===== src/rtl/tabu_pair_mem.sv =====
module tabu_pair_mem #(
  parameter int N      = 16,
  parameter int TENURE = N
) (
  input  logic                 clk,
  input  logic                 rst_n,
  input  logic                 clr,
  input  logic                 chk_vld,
  input  logic [$clog2(N)-1:0] chk_a,
  input  logic [$clog2(N)-1:0] chk_b,
  input  logic                 cm_vld,
  input  logic [$clog2(N)-1:0] cm_a,
  input  logic [$clog2(N)-1:0] cm_b,
  output logic                 hit_vld,
  output logic                 hit
);
  localparam int IW = $clog2(N);
  localparam int AW = $clog2(N * N);
  localparam logic [AW-1:0] NW = AW'(N);

  logic [N*N-1:0]  tbl;
  logic [TENURE-1:0] q_v;
  logic [IW-1:0]   q_lo [TENURE];
  logic [IW-1:0]   q_hi [TENURE];

  logic [IW-1:0]   chk_lo, chk_hi, cm_lo, cm_hi;
  logic [AW-1:0]   chk_addr, cm_addr, ev_addr;
  logic            full;

  assign chk_lo   = (chk_a < chk_b) ? chk_a : chk_b;
  assign chk_hi   = (chk_a < chk_b) ? chk_b : chk_a;
  assign cm_lo    = (cm_a < cm_b) ? cm_a : cm_b;
  assign cm_hi    = (cm_a < cm_b) ? cm_b : cm_a;
  assign chk_addr = AW'(chk_lo) * NW + AW'(chk_hi);
  assign cm_addr  = AW'(cm_lo) * NW + AW'(cm_hi);
  assign ev_addr  = AW'(q_lo[TENURE-1]) * NW + AW'(q_hi[TENURE-1]);
  assign full     = q_v[TENURE-1];

  always_ff @(posedge clk) begin
    if (!rst_n || clr) begin
      q_v <= '0;
    end else if (cm_vld) begin
      for (int k = TENURE - 1; k > 0; k--) q_v[k] <= q_v[k-1];
      q_v[0] <= 1'b1;
    end
  end

  always_ff @(posedge clk) begin
    if (cm_vld) begin
      for (int k = TENURE - 1; k > 0; k--) begin
        q_lo[k] <= q_lo[k-1];
        q_hi[k] <= q_hi[k-1];
      end
      q_lo[0] <= cm_lo;
      q_hi[0] <= cm_hi;
    end
  end

  always_ff @(posedge clk) begin
    if (!rst_n || clr) begin
      tbl <= '0;
    end else if (cm_vld) begin
      if (full) tbl[ev_addr] <= 1'b0;
      tbl[cm_addr] <= 1'b1;
    end
  end

  always_ff @(posedge clk) begin
    if (!rst_n) begin
      hit_vld <= 1'b0;
      hit     <= 1'b0;
    end else begin
      hit_vld <= chk_vld;
      hit     <= chk_vld & tbl[chk_addr];
    end
  end
endmodule


===== config.mk =====
export PLATFORM = sky130hd
export DESIGN_NAME = tabu_pair_mem
export DESIGN_NICKNAME = d
export VERILOG_FILES = /design/src/rtl/tabu_pair_mem.sv
export SDC_FILE = /design/constraint.sdc
export NUM_CORES = 1
export LEC_CHECK = 0
export ABC_CLOCK_PERIOD_IN_PS = 8600
export BUFFER_PORTS_ARGS = -buffer_cell sky130_fd_sc_hd__buf_2
export CAP_MARGIN = 10
export CORE_ASPECT_RATIO = 1.75
export CORE_MARGIN = 5
export CORE_UTILIZATION = 50
export CTS_CLUSTER_SIZE = 40
export DETAILED_ROUTE_END_ITERATION = 16
export PLACE_DENSITY = 0.71
export RECOVER_POWER = 25
export SETUP_SLACK_MARGIN = 0.2
export SKIP_LAST_GASP = 1
export SLEW_MARGIN = 20
export SYNTH_ARGS = -nofsm -noshare
export SYNTH_HDL_FRONTEND = slang
export SYNTH_SLANG_ARGS = --single-unit
export TNS_END_PERCENT = 50

===== constraint.sdc =====
create_clock -name clk -period 8.6 [get_ports clk]
set_input_delay 1.29 -clock clk [delete_from_list [all_inputs] [get_ports clk]]
set_output_delay 1.29 -clock clk [all_outputs]
set_load 0.02 [all_outputs]

### After elaboration in Yosys (flattened, before gate mapping)

Memory sizes are Yosys's and may differ from the RTL's.
Cells that the tools add are included.

| word-level totals | value |
|---|---|
| output and inout bits | 2 |
| register bits | 274 |
| memory bits (writable) | 128 |
| input port bits | 21 |
| logic and storage cells | 39 |
| memories kept | 2 |

Memory list:

| memory | depth | width | read ports | clocked after memory_dff | wr ports | RTL line | RTL |
|---|---|---|---|---|---|---|---|
| q_hi | 16 | 4 | 16 | 0 | 16 | 24 | `logic [IW-1:0] q_hi [TENURE];` |
| q_lo | 16 | 4 | 16 | 0 | 16 | 23 | `logic [IW-1:0] q_lo [TENURE];` |

| operators by class | value |
|---|---|
| order comparisons | 7 |
| muxes and demuxes | 15 |
| bitwise gates (word level) | 4 |
| add/subtract/negate cells | 3 |
| reductions and logical operators | 4 |

Operators by type and width:

| kind | count |
|---|---|
| 256-bit two-way mux | 3 |
| 256-bit bitwise AND | 1 |
| 256-bit inverter | 1 |
| 256-bit OR | 1 |
| 8-bit by 9-bit less-than comparator with 1-bit output (second input constant) | 3 |
| 8-bit by 4-bit adder with 8-bit output | 3 |
| 1-bit demux with 8-bit select | 2 |
| 8-bit by 1-bit greater-or-equal comparator with 1-bit output (second input constant) | 2 |
| 4-bit two-way mux | 4 |
| 1-bit binary-select mux with 8-bit select | 1 |
| 4-bit less-than comparator | 2 |
| 1-bit two-way mux | 5 |
| 1-bit logical AND | 2 |
| 1-bit bitwise AND | 1 |
| 1-bit logical NOT | 1 |
| 1-bit logical OR | 1 |

### Logic depth before layout (Yosys ltp)

| logic depth | value |
|---|---|
| word-level depth | 11 |
| depth in mapped cells | 16 |
| gate-level depth less buffers | 11 |

### Worst setup path before layout

OpenSTA, ideal clock, no wires.

| timing path | value |
|---|---|
| kind | input port to flip-flop |
| start | input port chk_a[3] |
| end | register hit |
| path buffers | 2 |
| setup slack | 4,604 ps |
| setup time | 123 ps |
| arrival time | 3,873 ps |
| data required time | 8,477 ps |
| cell stages on the path | 12 |
| cell sequence | inv_1 ha_1 nand3b_4 o221ai_2 mux2i_2 buf_6 buf_12 mux2i_1 a211oi_1 or4_1 o32ai_1 o21ai_1 |

| between the ends | value |
|---|---|
| cells in the longest elaborated chain, start to end | 6 |
| elaborated cells on any way between the ends | 7 |
| classes of those cells | add/sub: 1; order compare: 1; mux: 4; bitwise: 1 |

RTL lines:

| item | RTL line | RTL |
|---|---|---|
| from (decl) | 9 | `input logic [$clog2(N)-1:0] chk_a,` |
| 4-bit less-than comparator | 30, 31 |  |
| 4-bit two-way mux (on tied branches) | 31, 30 |  |
| 8-bit by 4-bit adder with 8-bit output (*) | 34 | `assign chk_addr = AW'(chk_lo) * NW + AW'(chk_hi);` |
| 1-bit binary-select mux with 8-bit select (*) | 74 | `hit <= chk_vld & tbl[chk_addr];` |
| 1-bit two-way mux (implied by the code) (*) | 74 |  |
| 1-bit bitwise AND (*) | 74 |  |
| to (signal assigned) | 74 |  |
| to (decl) | 15 | `output logic hit` |

Every way passes the cells marked *; elsewhere a longest branch is shown, timed or not. The select of a mux whose other input is x is not followed.
A chain may end at the register's enable or synchronous reset.

### Final worst setup path

| timing path | value |
|---|---|
| start | input port chk_b[1] |
| end | register hit |

| between the ends | value |
|---|---|
| cells in the longest elaborated chain, start to end | 6 |
| elaborated cells on any way between the ends | 7 |
| classes of those cells | add/sub: 1; order compare: 1; mux: 4; bitwise: 1 |

RTL lines:

| item | RTL line | RTL |
|---|---|---|
| from (decl) | 10 | `input logic [$clog2(N)-1:0] chk_b,` |
| 4-bit less-than comparator | 30, 31 |  |
| 4-bit two-way mux (on tied branches) | 31, 30 |  |
| 8-bit by 4-bit adder with 8-bit output (*) | 34 |  |
| 1-bit binary-select mux with 8-bit select (*) | 74 |  |
| 1-bit two-way mux (implied by the code) (*) | 74 |  |
| 1-bit bitwise AND (*) | 74 |  |

Marks and branches as above.

==> impl_metrics.ini <==
[run_status]
outcome = finished, violations left
violations = max-capacitance violations, max-slew violations

[sta]
tightestPinTransition_ns = 1.589
setup_viol = 0
tns_ns = 0
setup_ws_ns = 3.567
relSlewSlack_pct = -5.912
drv_slew = 32
period_share_pct = 58.52
grt_setup_unrepaired = no
fin_crit_ns = 5.033
finalClockSkew_ns = 0.03139
hold_violations = 0
fmax_ghz = 0.1987

[cts]
clock-root-buffer = clkbuf_16
numCtsBuffers = 38
htree_levels = 2
clkTransAtPathRegs_ns = 0.07
clkLatencyLatePin_ns = 0.58
post-cts-setup-buffer-count = 0
cts.sinks = 402
ctsLongestPathBuffers = 3
cts_resized = 0
hold_buffers = 0
cts_tree = yes

[synth]
synth_top_family_by_area = compound AO/OA/AOI/OAI gates
synth_nets = 1864
synth-adder-area-share_pct = 0.7305
synth-xor-area-share_pct = 0
synth_commonest_cells = 333 x nand2_1, 274 x dfxtp_1, 269 x o21ai_0
synth_area_per_cell_sq_um = 9.345
async_flop_share_pct = 0
synth_edf_count = 128
synth_ff_type = dfxtp_1
synth_top_area_share_pct = 32.02
synth.area.top_cells = dfxtp_1 32%, edfxtp_1 22%, o21ai_0 7.9%, a21oi_1 7.6%, nand2_1 7.3%
ys_seq_elements = 402
yosys.area.top_type = dfxtp_1
syn_inst = 1833
yosysWarnings = 0
synth.distinct_cells = 70
yosys.area_share.simple_pct = 14.40
synth_compound_area_share_pct = 19.17
netlist_area_sq_mm = 0.01713
synth.most_common_cell = nand2_1
synth-seq-area-share_pct = 54.46
muxShareOfSynthArea_pct = 7.122

[power]
power_leakage_uw = 0.005901
ir_drop_mv = 0.1895
pwr-share-seq_pct = 48.9
p_total_uw = 4137
power.switching_uw = 1042
pwr-share-clk_pct = 42.7
pwr_density_cell_mw_per_mm2 = 220.6
pwr-share-comb_pct = 8.4
intPower_uw = 3095
sw_frac_of_total_pct = 25.18

[route]
routed_wl_mm = 55.81
drtPass1Iterations = 6
final_antenna_net_count = 0
wl_per_cell_um = 24.73
routed-via-count = 14540
drc_errors = 0
drt-initial-drc-count = 1789
via_per_inst = 6.440

[hold_path]
hp-class = reg -> reg
hold-path-cell-count = 0
min-delay-start = q_hi[1][5]
min_to = q_hi[1][9]

[setup_path]
end_kind = flop
path_max_fanout = 56
r2r_cells = 5
critPathRequiredTime_ns = 9.11
reg2reg_from = q_hi[1][31]
arrival_ns = 5.54
critPathLaunchType = input pin
r2r_end = tbl[183]
path_class = in -> reg
r2r_setup_slack_ns = 5.60

[placed_design]
gp_congestion = 0.9717
hpwl_mm = 34.93
dp_slack_ns = 3.076
portBuffers = 22

[die]
die_h_um = 254.9
fp.coreArea_sq_mm = 0.03385
rows = 89
io-pin-count = 23
floorplan.die.width_um = 149.9
start_util_pct = 50.60
die_area_sq_mm = 0.03821

[finish]
nFillCells = 3005
syn_to_final_growth_pct = 9.452
n_antenna_cell = 0
drive_gt1_share_pct = 9.046
nets = 1804

[global_routing]
grt_start_max_net_pins = 103
antenna_found_initial = 1
grt.total_usage_pct = 28.75
grt_pass1_vias = 14040
grt-ovfl-total = 0
grt_pass1_wl_mm = 83.06

[flow_run]
maxCapViolCount = 1
## area by class of cell
class / count / area (sq um) / area share, %
inverters: 19 / 71.32 / 0.3804
clock buffers: 56 / 1151 / 6.140
flip-flops and latches: 402 / 9329 / 49.76
repair buffers: 42 / 276.5 / 1.475
clock inverters: 13 / 166.4 / 0.8876
well taps: 455 / 569.3 / 3.037
multi-input cells: 1270 / 7184 / 38.32
## flip-flops by register name (all words and copies together), names as in the netlist
| name | count |
|---|---|
| q_lo | 64 |
| hit | 1 |
| hit_vld | 1 |
| q_hi | 64 |
| q_v | 16 |
| tbl | 256 |
## cell families after synthesis
kind of cell,after synthesis
adder cells (fa/ha/maj),10
flip-flops,402
AO/OA/AOI/OAI,602
AND/OR/NAND/NOR,560
multiplexers,98
buffers and inverters,161
## critical path, cell delays in order
cell and delay, ns:
buf_2 0.17, inv_1 0.08, ha_1 0.33, o21a_1 0.21
o311ai_2 0.78, nand2_4 0.70, buf_4 0.52, mux2i_1 0.16
a222oi_1 0.35, nand4_1 0.25, nand3_1 0.14, or4b_1 0.44
o21ai_1 0.08
## layer usage
layer | track usage (%) | part of all wire, % | vias up
met4 | 24.63 | 10 | 0
met5 | 0 | 0 | -
met2 | 46.83 | 46 | 895
met3 | 4.641 | 9.4 | 320
li1 | - | - | 6422
met1 | 32.70 | 34 | 6898
## layout by cell type, fill, tap and decap left out, types with 21 or more instances in the layout
master,instances
a21oi_1,260
clkbuf_16,40
dfxtp_1,274
edfxtp_1,128
mux2i_1,72
nand2_1,332
nand3_1,81
nand4_1,21
nor2_1,45
o21ai_0,269
## stage by stage
stage	util, %	hold slack [ns]	instances	area (sq um)
5_1_grt	55.38	0.4039	2257	18750
3_3_place_gp	51.35	0.4009	2187	17380
6_report	55.38	0.3961	2257	18750
2_1_floorplan	-	0.4003	1833	17130
4_1_cts	55.28	0.3896	2256	18710
3_5_place_dp	51.39	0.4045	2187	17400
## worst max-delay path by stage
stage | startpoint | to | depth (start not counted)
CTS | chk_b[1] | hit | 13
finish | chk_b[1] | hit | 13
floorplan | chk_a[3] | hit | 12
global placement | chk_b[1] | hit | 13
global route | chk_b[1] | hit | 13
detailed placement | chk_b[1] | hit | 13
## power groups by stage
stage          combinational [uW]  clock [uW]  sequential (uW)
5_1_grt                       363        1860             2020
2_1_floorplan                 227           0             2050
6_report                      348        1770             2020
4_1_cts                       336        1790             2020
3_5_place_dp                  334           0             2060
3_3_place_gp                  329           0             2060
No activity file was read; power rests on OpenSTA's default activity.
